$ cat src/rtl/pdt_pkg.sv
// Package: shared types for the periodic down-count timer.
// Assumes: nothing beyond IEEE 1800-2017.
package pdt_pkg;

    // One-bit register write request: strobe plus data.
    typedef struct packed {
        logic wr;
        logic data;
    } bitwr_t;

    // Divide ratio that gives one tick per 100 microseconds.
    function automatic int unsigned tick_div_for(input int unsigned clk_hz);
        return clk_hz / 10_000;
    endfunction

endpackage

$ cat src/rtl/pdt_prescaler.sv
// Module: pdt_prescaler
// Divides the clock into a single-cycle tick every TICK_DIV cycles.
// Assumes: hold forces the phase back to zero and masks the tick; run gates all counting.
module pdt_prescaler #(
    parameter int unsigned TICK_DIV = 20000
) (
    input  logic clk,
    input  logic rst_n,
    input  logic run,
    input  logic hold,
    output logic tick
);
    localparam int unsigned PW = (TICK_DIV > 1) ? $clog2(TICK_DIV) : 1;

    generate
        if (TICK_DIV <= 1) begin : g_nodiv
            // Tick on every enabled cycle that is not held.
            assign tick = run && !hold;
        end else begin : g_div
            logic [PW-1:0] phase_q;
            logic          last_w;

            assign last_w = (phase_q == PW'(TICK_DIV - 1));
            assign tick   = run && !hold && last_w;

            // Advance the phase counter; restart it on hold or while stopped.
            always_ff @(posedge clk) begin
                if (!rst_n || !run || hold)
                    phase_q <= '0;
                else if (last_w)
                    phase_q <= '0;
                else
                    phase_q <= phase_q + PW'(1);
            end


            hold_restart_chk: assert property (@(posedge clk) disable iff (!rst_n)
                hold |=> !tick);
        end
    endgenerate

endmodule

$ cat src/rtl/pdt_counter.sv
// Module: pdt_counter
// Holds the on-bit, the pre-load field and the live count; handles load, restart, decrement and wrap.
// Assumes: tick comes from a prescaler that is held on every cycle in which load_o or stop_o is high.
module pdt_counter #(
    parameter int unsigned CNT_W = 16
) (
    input  logic             clk,
    input  logic             rst_n,
    input  pdt_pkg::bitwr_t  on_req,
    input  logic             pre_wr,
    input  logic [CNT_W-1:0] pre_wdata,
    input  logic             tick,
    output logic             on_q,
    output logic [CNT_W-1:0] preload_q,
    output logic [CNT_W-1:0] count_q,
    output logic             load_o,
    output logic             stop_o,
    output logic             wrap_o
);
    localparam logic [CNT_W-1:0] ALL_ONES = {CNT_W{1'b1}};

    logic start_w;
    logic on_next_w;

    // Decode the on-bit edges requested this cycle.
    always_comb begin
        start_w   = on_req.wr && on_req.data && !on_q;
        stop_o    = on_req.wr && !on_req.data && on_q;
        on_next_w = on_req.wr ? on_req.data : on_q;
        load_o    = start_w || (pre_wr && on_next_w);
        wrap_o    = tick && (count_q == '0);
    end

    // On-bit register.
    always_ff @(posedge clk) begin
        if (!rst_n) on_q <= 1'b0;
        else        on_q <= on_next_w;
    end

    // Pre-load field: all-ones on reset or switch-off, else software value.
    always_ff @(posedge clk) begin
        if (!rst_n)      preload_q <= ALL_ONES;
        else if (stop_o) preload_q <= ALL_ONES;
        else if (pre_wr) preload_q <= pre_wdata;
    end

    // Live count: load, wrap to all-ones, or decrement.
    always_ff @(posedge clk) begin
        if (!rst_n)
            count_q <= ALL_ONES;
        else if (load_o)
            count_q <= pre_wr ? pre_wdata : preload_q;
        else if (wrap_o)
            count_q <= ALL_ONES;
        else if (tick)
            count_q <= count_q - CNT_W'(1);
    end


    wrap_to_ones_chk: assert property (@(posedge clk) disable iff (!rst_n)
        wrap_o |=> count_q == ALL_ONES);

    step_down_chk: assert property (@(posedge clk) disable iff (!rst_n)
        tick && !wrap_o |=> count_q == $past(count_q) - CNT_W'(1));

    idle_hold_chk: assert property (@(posedge clk) disable iff (!rst_n)
        !load_o && !tick |=> $stable(count_q));

    off_preload_chk: assert property (@(posedge clk) disable iff (!rst_n)
        stop_o |=> preload_q == ALL_ONES && !on_q);

    no_tick_off_chk: assert property (@(posedge clk) disable iff (!rst_n)
        !on_q |-> !tick);

endmodule

$ cat src/rtl/pdt_irq_ctl.sv
// Module: pdt_irq_ctl
// Sticky write-one-to-clear status bit, interrupt enable bit and gated level request.
// Assumes: set_evt is a single-cycle pulse; a set beats a clear on the same edge.
module pdt_irq_ctl (
    input  logic            clk,
    input  logic            rst_n,
    input  logic            set_evt,
    input  pdt_pkg::bitwr_t sts_req,
    input  pdt_pkg::bitwr_t ien_req,
    output logic            sts_q,
    output logic            ien_q,
    output logic            irq
);
    logic clr_w;

    assign clr_w = sts_req.wr && sts_req.data;

    // Status bit: set wins over write-one-to-clear.
    always_ff @(posedge clk) begin
        if (!rst_n)       sts_q <= 1'b0;
        else if (set_evt) sts_q <= 1'b1;
        else if (clr_w)   sts_q <= 1'b0;
    end

    // Interrupt enable bit.
    always_ff @(posedge clk) begin
        if (!rst_n)          ien_q <= 1'b0;
        else if (ien_req.wr) ien_q <= ien_req.data;
    end

    // Level request from status gated by enable.
    assign irq = sts_q && ien_q;


    sticky_hold_chk: assert property (@(posedge clk) disable iff (!rst_n)
        sts_q && !clr_w |=> sts_q);

    set_wins_chk: assert property (@(posedge clk) disable iff (!rst_n)
        set_evt |=> sts_q);

    clear_works_chk: assert property (@(posedge clk) disable iff (!rst_n)
        clr_w && !set_evt |=> !sts_q);

endmodule

$ cat src/rtl/pdt_timer.sv
// Module: pdt_timer (top)
// Periodic 16-bit down-count timer stepping on a 100 us tick, with sticky interrupt status.
// Assumes: register writes arrive as single-cycle strobes synchronous to clk.
module pdt_timer #(
    parameter int unsigned CLK_HZ   = 200_000_000,
    parameter int unsigned TICK_DIV = pdt_pkg::tick_div_for(CLK_HZ),
    parameter int unsigned CNT_W    = 16
) (
    input  logic             clk,
    input  logic             rst_n,
    input  logic             on_wr,
    input  logic             on_wdata,
    input  logic             pre_wr,
    input  logic [CNT_W-1:0] pre_wdata,
    input  logic             sts_wr,
    input  logic             sts_wdata,
    input  logic             ien_wr,
    input  logic             ien_wdata,
    output logic             tmr_on,
    output logic [CNT_W-1:0] preload_val,
    output logic [CNT_W-1:0] count_val,
    output logic             evt_sts,
    output logic             evt_ien,
    output logic             irq
);
    pdt_pkg::bitwr_t on_req, sts_req, ien_req;
    logic tick_w, load_w, stop_w, wrap_w;

    assign on_req  = '{wr: on_wr,  data: on_wdata};
    assign sts_req = '{wr: sts_wr, data: sts_wdata};
    assign ien_req = '{wr: ien_wr, data: ien_wdata};

    pdt_prescaler #(.TICK_DIV(TICK_DIV)) u_pre (
        .clk  (clk),
        .rst_n(rst_n),
        .run  (tmr_on),
        .hold (load_w || stop_w),
        .tick (tick_w)
    );

    pdt_counter #(.CNT_W(CNT_W)) u_cnt (
        .clk      (clk),
        .rst_n    (rst_n),
        .on_req   (on_req),
        .pre_wr   (pre_wr),
        .pre_wdata(pre_wdata),
        .tick     (tick_w),
        .on_q     (tmr_on),
        .preload_q(preload_val),
        .count_q  (count_val),
        .load_o   (load_w),
        .stop_o   (stop_w),
        .wrap_o   (wrap_w)
    );

    pdt_irq_ctl u_irq (
        .clk    (clk),
        .rst_n  (rst_n),
        .set_evt(wrap_w),
        .sts_req(sts_req),
        .ien_req(ien_req),
        .sts_q  (evt_sts),
        .ien_q  (evt_ien),
        .irq    (irq)
    );


    irq_gate_chk: assert property (@(posedge clk) disable iff (!rst_n)
        irq |-> evt_sts && evt_ien);

endmodule

$ cat config.mk
export PLATFORM = sky130hd
export DESIGN_NAME = pdt_timer
export DESIGN_NICKNAME = d
export VERILOG_FILES = /design/src/rtl/pdt_pkg.sv /design/src/rtl/pdt_prescaler.sv /design/src/rtl/pdt_counter.sv /design/src/rtl/pdt_irq_ctl.sv /design/src/rtl/pdt_timer.sv
export SDC_FILE = /design/constraint.sdc
export NUM_CORES = 1
export LEC_CHECK = 0
export BUFFER_PORTS_ARGS = -buffer_cell sky130_fd_sc_hd__buf_4
export CAP_MARGIN = 0
export CORE_AREA = 8 8 115 64
export CTS_CLUSTER_SIZE = 12
export DETAILED_ROUTE_END_ITERATION = 7
export DIE_AREA = 0 0 123 72
export MAX_ROUTING_LAYER = met4
export PLACE_DENSITY = 0.8
export SLEW_MARGIN = 30
export SYNTH_ARGS = -nofsm -noshare
export SYNTH_HDL_FRONTEND = slang
export SYNTH_HIERARCHICAL = 1
export SYNTH_SLANG_ARGS = --single-unit
$ cat constraint.sdc
create_clock -name clk -period 5.4 [get_ports clk]
set_input_delay 1.08 -clock clk [delete_from_list [all_inputs] [get_ports clk]]
set_output_delay 1.08 -clock clk [all_outputs]
set_load 0.005 [all_outputs]
==> run summary, run 1 <==
status - complete, no violations
vias post-DR - 2259
Ys Warns - 6
fillcell total - 520
Critical Path RT - 5.61 ns
Final Hold Vio Count - 0
io pins - 61
RR Endpoint - u_cnt/count_q[8]$_SDFFE_PN1P_
Crit. End Element - register
DRC - 0
most frequent cell after synthesis - dfxtp_1
global route overflow - 0
initial antenna violation count - 0
Die Height - 72 um
final WL - 6.73 mm
DR vias/cell - 5.46
crit path kind - primary input to register
Setup violations, final - 0
unrepaired setup endpoints after global routing - false
H-tree depth - 2
worst reg2reg setup slack - 1.81 ns
leak pwr - 1.22 nW
Max Buffers Root-to-Sink - 2
Syn-to-layout area delta - 26.6%
Critical Path AT - 4.25 ns
hold_ws - 0.470 ns
peak supply drop - 137 uV
CP startpoint - pre_wr
Most used DFF post-synth - dfxtp_1
Post-CTS Resized - 0
hold_buf cts - 0
# port buffers - 60
area of the core - 5810 sq um
number of synthesized flops with an enable pin - 0
share of cells above drive strength 1 - 0.246
router iterations before antenna repair - 4
PD cells - 285 nW/um^2
vias in the first global route - 2079
die area - 8860 sq um
n_diodes - 0
synth unique cells - 49
Wirelength per Cell - 16.3 um
Rel. slew slack - 0.535
Post-synth ARST share - 0
mean post-synth cell area - 8.81 sq um
Synth area leader - dfxtp_1
Peak Freq - 0.248 GHz
CTS tree - done
HPWL after detailed placement - 4.94 mm
Post-CTS Setup Repair Bufs - 0
Post-Synthesis Cells - 283
Initial Utilization - 0.430
first-pass GRT wire length - 10.6 mm
Slew Limit Fails - 0
synthesized area - 2490 sq um
CP Max Fanout - 33
final worst path period need - 4.04 ns
worst min path class - register to register
worst setup path endpoint - u_cnt/count_q[8]$_SDFFE_PN1P_
Setup TNS - 0 ns
synth top area cells - dfxtp_1, mux2i_1, nand2_1
Mapped Nets - 311
clk sink count - 50
Startpoint Class - primary input
Yosys reg bits - 50
Routed Antenna Nets - 0
Rows - 20
gpl congestion - 0.798
largest net degree at the start of global routing - 34
r2r worst-path depth - 12
root buffer cell - clkbuf_16
clk_skew - 0.00666 ns
share of the synthesized area in the top cell type - 0.401
commonest cells in the netlist - dfxtp_1, nand2_1, nor2_1
Least-Margin Pin Slew - 0.695 ns
Clock transition at path regs - 0.07 ns
Die X - 123 um
Tot GR Track Use - 0.154
DR iter-0 viols - 159
post-synthesis sequential area ratio - 0.401
worst r2r src - u_cnt/on_q$_SDFF_PN0_
fin crit share - 0.748
TritonCTS Buffers - 5
max_cap viols - 0
worst-skew pair later-pin latency - 0.29 ns
final net count - 364
==> critical path: stages <==
cell and delay [ns]:
buf_4 0.21, mux2i_1 0.15, or2_2 0.23, clkinv_1 0.08, buf_4 0.22, or2_1 0.27
nor3b_2 0.17, buf_4 0.33, or4bb_1 0.51, or4_4 0.47, nor2_4 0.16, nor2_2 0.14
a22oi_1 0.20
==> cells in the final DEF (no fill, tap or decap), types with 2 or more instances in the layout <==
cell type,instances
and2_1,3
nor2b_1,3
ha_1,3
xnor2_1,12
o211ai_1,4
nor4_1,5
nand3_1,7
nor3_1,7
a21o_1,3
o31ai_1,9
a22oi_1,9
o22ai_1,2
a21oi_1,5
or4bb_1,2
o221ai_1,2
nand2_1,39
mux2i_1,23
nand4_1,4
nand4bb_1,2
inv_1,8
nor3b_2,3
o21ai_0,12
or4_4,4
clkbuf_16,5
buf_4,62
a31oi_1,4
dfxtp_1,50
nor2_1,24
==> sequential cells by signal, indices dropped and copies added, names as in the netlist <==
register             cells
u_cnt/count_q           16
u_cnt/preload_q         16
u_pre/g_div.phase_q     15
u_cnt/on_q               1
u_irq/ien_q              1
u_irq/sts_q              1
==> cell families after synthesis <==
| family | Yosys count | synth area share |
|---|---|---|
| AND/OR/NAND/NOR | 115 | 0.254 |
| AO/OA/AOI/OAI | 54 | 0.146 |
| flip-flops | 50 | 0.401 |
| buffers and inverters | 25 | 0.0457 |
| multiplexers | 23 | 0.0923 |
| XOR/XNOR | 13 | 0.0457 |
| adder cells (fa/ha/maj) | 3 | 0.0151 |
==> routing by layer <==
metal / GRT usage / vias up / share of wire
met1: 0.222 / 1038 / 0.50
met4: 0.0477 / 0 / 0.011
met5: - / - / 0
met2: 0.195 / 91 / 0.39
met3: 0.0480 / 7 / 0.10
li1: - / 1123 / -
==> how the worst min path moves through the flow <==
stage,startpoint,to,slack (ns),cells past startpoint
floorplan,u_pre/g_div.phase_q[0]$_SDFF_PP0_,u_pre/g_div.phase_q[0]$_SDFF_PP0_,0.43,1
global placement,u_pre/g_div.phase_q[0]$_SDFF_PP0_,u_pre/g_div.phase_q[0]$_SDFF_PP0_,0.44,1
detailed placement,u_pre/g_div.phase_q[0]$_SDFF_PP0_,u_pre/g_div.phase_q[0]$_SDFF_PP0_,0.45,1
CTS,u_pre/g_div.phase_q[0]$_SDFF_PP0_,u_pre/g_div.phase_q[0]$_SDFF_PP0_,0.47,1
global route,u_pre/g_div.phase_q[0]$_SDFF_PP0_,u_pre/g_div.phase_q[0]$_SDFF_PP0_,0.49,1
finish,u_pre/g_div.phase_q[0]$_SDFF_PP0_,u_pre/g_div.phase_q[0]$_SDFF_PP0_,0.47,1
==> stage by stage <==
stage	worst slack (ns)	power, mW	util	area (sq um)	cells
2_1_floorplan	1.15	0.482	-	2490	283
3_5_place_dp	1.08	0.549	0.515	2990	406
3_3_place_gp	1.22	0.544	0.513	2980	406
6_report	1.36	0.901	0.544	3160	414
4_1_cts	1.37	0.908	0.544	3160	414
5_1_grt	1.14	0.939	0.544	3160	414
==> area by class of cell <==
class                   instances  area (sq um)  area share
clock inverters                 3          43.8      0.0139
clock buffers                   5           125      0.0396
repair buffers                 62           465       0.147
flip-flops and latches         50          1000       0.317
well taps                      77          96.3      0.0305
inverters                       9          33.8      0.0107
multi-input cells             208          1390       0.441
==> power by group <==
part	leakage, nW	switching, mW	internal, mW	total [mW]
Clock	0.0842	0.141	0.219	0.360
Combinational	0.730	0.0557	0.0650	0.121
Sequential	0.410	0.0302	0.390	0.420
Total	1.22	0.227	0.675	0.901
Note: power is estimated with default switching activity, not from simulation.
==> run 2, diff against run 1 <==
--- a/config.mk
+++ b/config.mk
@@ -12,7 +12,7 @@
 export DETAILED_ROUTE_END_ITERATION = 7
 export DIE_AREA = 0 0 123 72
 export MAX_ROUTING_LAYER = met4
-export PLACE_DENSITY = 0.8
+export PLACE_DENSITY = 0.82
 export SLEW_MARGIN = 30
 export SYNTH_ARGS = -nofsm -noshare
 export SYNTH_HDL_FRONTEND = slang
==> constraint.sdc (replaced) <==
create_clock -name clk -period 3.5 [get_ports clk]
set_input_delay 0.7 -clock clk [delete_from_list [all_inputs] [get_ports clk]]
set_output_delay 0.7 -clock clk [all_outputs]
set_load 0.005 [all_outputs]
==> run 2 against run 1 <==
- critical path depth is 3 lower
- critical endpoint is now u_cnt/count_q[15]$_SDFFE_PN1P_
- core utilization is 0.22 points lower
- largest power group unchanged
- clock-buffer cell count is 2 higher
- non-clock buffer count is 4 higher
==> run summary, run 2 (synthesized netlist as in run 1, its figures left out) <==
hold_ws - 0.465 ns (-0.00535 ns)
Crit. End Element - register
final WL - 6.99 mm (+3.9%)
max_cap viols - 0 (unchanged)
final worst slack - 0.427 ns (-0.934 ns)
Clock transition at path regs - 0.06 ns (about the same)
status - complete, no violations
gpl congestion - 0.845 (+5.8%)
worst reg2reg setup slack - 0.43 ns (-1.38 ns)
final worst path period need - 3.07 ns
vias post-DR - 2281 (+0.97%)
leak pwr - 1.23 nW (about the same)
DR iter-0 viols - 215 (+35%)
initial antenna violation count - 0 (unchanged)
commonest non-fill, non-tap cell in the layout - buf_4
Setup TNS - 0 ns (unchanged)
Slew Limit Fails - 0 (unchanged)
unrepaired setup endpoints after global routing - false
n_diodes - 0 (unchanged)
largest net degree at the start of global routing - 33 (-2.9%)
DR vias/cell - 5.47 (+0.25%)
Rel. slew slack - 0.620 (+0.0850)
hold_buf cts - 0 (unchanged)
global route overflow - 0 (unchanged)
most frequent cells in the layout - buf_4, dfxtp_1, nand2_1, nor2_1, mux2i_1
fillcell total - 545 (+4.8%)
HPWL after detailed placement - 5.16 mm (+4.5%)
clk_skew - 0.00443 ns (-0.00222 ns)
Final Hold Vio Count - 0 (unchanged)
io pins - 61 (unchanged)
Routed Antenna Nets - 0 (unchanged)
Syn-to-layout area delta - 26.1%
Setup violations, final - 0 (unchanged)
Critical Path AT - 3.27 ns (-0.98 ns)
DRC - 0 (unchanged)
biggest regs - u_cnt/count_q (16), u_cnt/preload_q (16), u_pre/g_div.phase_q (15)
Reg area - 1000 sq um (unchanged)
H-tree depth - 2 (unchanged)
Die Height - 72 um (unchanged)
fin crit share - 0.878
Least-Margin Pin Slew - 0.566 ns (-0.129 ns)
worst min path class - register to register
peak supply drop - 204 uV (+49%)
root buffer cell - clkbuf_16
area of the core - 5810 sq um (unchanged)
clk sink count - 50 (unchanged)
# port buffers - 60 (unchanged)
CTS tree - done
Max Buffers Root-to-Sink - 2 (unchanged)
multi-input gate area in the final layout - 1380 sq um (-0.54%)
worst-skew pair later-pin latency - 0.28 ns (about the same)
Startpoint Class - register
Initial Utilization - 0.430 (unchanged)
dpl ws - 0.234 ns (-0.848 ns)
PD cells - 410 nW/um^2 (+43%)
Post-CTS Resized - 0 (unchanged)
crit path kind - register to register
Wirelength per Cell - 16.8 um (+3.2%)
Die X - 123 um (unchanged)
first-pass GRT wire length - 11.2 mm (+5.3%)
TritonCTS Buffers - 5 (unchanged)
router iterations before antenna repair - 4 (unchanged)
final net count - 368 (+1.1%)
Peak Freq - 0.325 GHz
die area - 8860 sq um (unchanged)
Post-CTS Setup Repair Bufs - 0 (unchanged)
Rows - 20 (unchanged)
vias in the first global route - 2105 (+1.3%)
Tot GR Track Use - 0.162 (+0.00735)
share of cells above drive strength 1 - 0.244 (-0.00217)
Final Util - 0.542 (-0.00215)
Critical Path RT - 3.70 ns (-1.91 ns)
CP Max Fanout - 10 (-70%)
[run 2: cell types whose count changed in the layout (fill, tap and decap cells not counted), sizes merged]
cell | previous run | this run
inv | 9 | 8
clkbuf | 5 | 7
clkinv | 2 | 1
buf | 62 | 66
bufinv | 1 | 0
[run 2: worst paths after layout]
check                           depth (start not counted)                              start                                 to
worst max-delay path                                   10              u_cnt/on_q$_SDFF_PN0_     u_cnt/count_q[15]$_SDFFE_PN1P_
worst min-delay path                                    1  u_pre/g_div.phase_q[0]$_SDFF_PP0_  u_pre/g_div.phase_q[0]$_SDFF_PP0_
worst max register to register                         10              u_cnt/on_q$_SDFF_PN0_     u_cnt/count_q[15]$_SDFFE_PN1P_
worst min register to register                          1  u_pre/g_div.phase_q[0]$_SDFF_PP0_  u_pre/g_div.phase_q[0]$_SDFF_PP0_
[run 2: layout make-up]
cell class | instances | area share
multi-input cells | 208 | 0.440
flip-flops and latches | 50 | 0.318
repair buffers | 66 | 0.158
clock buffers | 7 | 0.0422
well taps | 77 | 0.0306
inverters | 9 | 0.0111
[run 2: where the power goes]
part           internal, mW  switching, mW  leakage [nW]  total [mW]
registers             0.602         0.0454         0.410       0.648
logic                 0.102         0.0873         0.751       0.189
clock network         0.262          0.189        0.0640       0.451
[run 2: routing by layer]
layer,track usage,routed length [um]
met5,-,0
met4,0.0318,17
met3,0.0356,650
met2,0.229,2880
met1,0.229,3450
[run 2: critical path, cell delays in order, from the launching register on]
cell	delay [ns]
dfxtp_1	0.50
mux2i_1	0.21
or2_2	0.23
clkinv_2	0.08
or2_1	0.24
nor3b_2	0.23
or4bb_1	0.50
or4_4	0.47
nor2_4	0.18
nor2_2	0.14
a22oi_1	0.20
[run 2: through the flow]
step,power (mW),instances,instance area [sq um]
after global placement,0.842,410,3010
after floorplan,0.745,283,2500
final,1.29,417,3140
after CTS,1.30,417,3140
after global routing,1.34,417,3140
after detailed placement,0.848,410,3010
==> run 3, diff against run 2 <==
--- a/config.mk
+++ b/config.mk
@@ -7,10 +7,10 @@
 export LEC_CHECK = 0
 export BUFFER_PORTS_ARGS = -buffer_cell sky130_fd_sc_hd__buf_4
 export CAP_MARGIN = 0
-export CORE_AREA = 8 8 115 64
+export CORE_AREA = 8 8 72 100
 export CTS_CLUSTER_SIZE = 12
 export DETAILED_ROUTE_END_ITERATION = 7
-export DIE_AREA = 0 0 123 72
+export DIE_AREA = 0 0 80 108
 export MAX_ROUTING_LAYER = met4
 export PLACE_DENSITY = 0.82
 export SLEW_MARGIN = 30
==> run 3 against run 2 <==
- register-to-register slack improved by 0.07 ns
- clock power down 23%
- sequential share of layout area increased by 0.51 points
- final cell count down 1.4%
- worst setup slack gained 0.073 ns
- fmax increased by 2.4%
- wire length is 8.3% lower
- first-iteration DRC count decreased by 23%
- global-route usage decreased by 1.1 points
- non-clock buffer count unchanged
- combinational power barely moved
- critical endpoint is now u_cnt/count_q[10]$_SDFFE_PN1P_
==> run summary, run 3 (synthesized netlist as in run 1, its figures left out) <==
CP bufs+invs - 1 (unchanged)
Sw Share - 0.269 (+0.0188)
Wirelength per Cell - 15.6 um (-7.0%)
Clock transition at path regs - 0.10 ns (+0.04 ns)
worst reg2reg setup slack - 0.50 ns (+0.07 ns)
peak supply drop - 218 uV (+6.8%)
TritonCTS Buffers - 5 (unchanged)
fin crit share - 0.857 (-0.0209)
CP top delay family - simple AND/OR/NAND/NOR gates
Cell Int Power - 0.863 mW (-11%)
area of the core - 5700 sq um (-1.9%)
Post-CTS Setup Repair Bufs - 0 (unchanged)
Die Height - 108 um (+50%)
Final Util - 0.543 (+0.00144)
unrepaired setup endpoints after global routing - false
global route overflow - 0 (unchanged)
root buffer cell - clkbuf_8
gpl congestion - 0.891 (+5.5%)
final worst path period need - 3.00 ns (-0.0733 ns)
die area - 8640 sq um (-2.4%)
commonest non-fill, non-tap cell in the layout - buf_4
Tot GR Track Use - 0.151 (-0.0108)
slowest CP cell - dfxtp_1
Critical Path AT - 3.23 ns (-0.04 ns)
Setup violations, final - 0 (unchanged)
biggest regs - u_cnt/count_q (16), u_cnt/preload_q (16), u_pre/g_div.phase_q (15)
most frequent cells in the layout - buf_4, dfxtp_1, nand2_1, nor2_1, mux2i_1
Worst path depth - 10 (unchanged)
worst-skew pair later-pin latency - 0.30 ns (+0.02 ns)
final WL - 6.41 mm (-8.3%)
crit-path cells - mux2i_1 -> or2_2 -> clkinv_2 -> or2_1 -> nor3b_2 -> or4bb_1 -> or4_4 -> nor2_4 -> nor2_2 -> a22oi_1
DR iter-0 viols - 166 (-23%)
DR vias/cell - 5.52 (+0.84%)
crit path kind - register to register
PD cells - 382 nW/um^2 (-6.8%)
clk_skew - 0.0115 ns (+0.00704 ns)
Rows - 33 (+65%)
Peak Freq - 0.333 GHz (+2.4%)
Critical Path RT - 3.73 ns (+0.03 ns)
io pins - 61 (unchanged)
Setup TNS - 0 ns (unchanged)
Max Buffers Root-to-Sink - 2 (unchanged)
share of cells above drive strength 1 - 0.249 (+0.00515)
status - complete, no violations
Post-CTS Resized - 0 (unchanged)
final net count - 368 (unchanged)
worst min path class - register to register
CP max stage delay - 0.51 ns (about the same)
DRC - 0 (unchanged)
# port buffers - 60 (unchanged)
Least-Margin Pin Slew - 0.521 ns (-0.0454 ns)
first-pass GRT wire length - 10.2 mm (-8.4%)
CP Max Fanout - 10 (unchanged)
Power Total - 1.18 mW (-8.3%)
worst hold stages - 1 (unchanged)
initial antenna violation count - 0 (unchanged)
Rel. slew slack - 0.650 (+0.0305)
largest net degree at the start of global routing - 33 (unchanged)
P_sw - 0.317 mW (-1.4%)
hold_ws - 0.470 ns (+0.00470 ns)
hold_buf cts - 0 (unchanged)
max_cap viols - 0 (unchanged)
Startpoint Class - register
Routed Antenna Nets - 0 (unchanged)
r2r worst-path depth - 10 (unchanged)
vias post-DR - 2267 (-0.61%)
Die X - 80 um (-35%)
Final Hold Vio Count - 0 (unchanged)
vias in the first global route - 2122 (+0.81%)
HPWL after detailed placement - 4.74 mm (-8.1%)
Initial Utilization - 0.438 (+0.00811)
n_diodes - 0 (unchanged)
H-tree depth - 2 (unchanged)
Crit. End Element - register
Slew Limit Fails - 0 (unchanged)
Sequential Power Share - 0.545 (+0.042)
leak pwr - 1.21 nW (-1.3%)
Clock Power Share - 0.296 (-0.054)
CTS tree - done
router iterations before antenna repair - 4 (unchanged)
Logic pwr share - 0.159 (+0.012)
Syn-to-layout area delta - 24.1%
clk sink count - 50 (unchanged)
[run 3: layer usage]
metal | track usage | vias up | wire [um]
li1 | - | 1122 | -
met1 | 0.160 | 1078 | 2560
met2 | 0.256 | 58 | 3350
met3 | 0.0324 | 9 | 362
met4 | 0.0757 | 0 | 140
met5 | - | - | 0
[run 3: area by class of cell]
class / count / area [sq um]
fillers: 526 / 2600
flip-flops and latches: 50 / 1000
clock inverters: 1 / 5.00
well taps: 70 / 87.6
inverters: 9 / 35.0
multi-input cells: 208 / 1380
clock buffers: 7 / 86.3
repair buffers: 66 / 495
[run 3: worst register-to-register path, cell delays in order (launching register included)]
cell and delay, ns:
dfxtp_1 0.51, mux2i_1 0.21, or2_2 0.23, clkinv_2 0.08, or2_1 0.24, nor3b_2 0.21, or4bb_1 0.49, or4_4 0.47
nor2_4 0.17, nor2_2 0.14, a22oi_1 0.19
[run 3: through the flow]
step	instance area, sq um	cells	worst slack, ns
final	3090	411	0.500
after global routing	3090	411	0.261
after CTS	3090	411	0.509
after detailed placement	3000	403	0.241
after global placement	3000	403	0.355
after floorplan	2500	283	0.0277
[run 3: worst paths after layout]
path	start	to
setup / recovery	u_cnt/on_q$_SDFF_PN0_	u_cnt/count_q[10]$_SDFFE_PN1P_
hold / removal	u_pre/g_div.phase_q[0]$_SDFF_PP0_	u_pre/g_div.phase_q[0]$_SDFF_PP0_
setup reg to reg	u_cnt/on_q$_SDFF_PN0_	u_cnt/count_q[10]$_SDFFE_PN1P_
hold reg to reg	u_pre/g_div.phase_q[0]$_SDFF_PP0_	u_pre/g_div.phase_q[0]$_SDFF_PP0_
[run 3: power groups by stage]
stage | sequential [mW] | combinational [mW] | clock [mW]
finish | 0.644 | 0.188 | 0.349
floorplan | 0.648 | 0.0965 | 0
global route | 0.650 | 0.206 | 0.382
detailed placement | 0.657 | 0.189 | 0
global placement | 0.655 | 0.185 | 0
CTS | 0.643 | 0.190 | 0.360
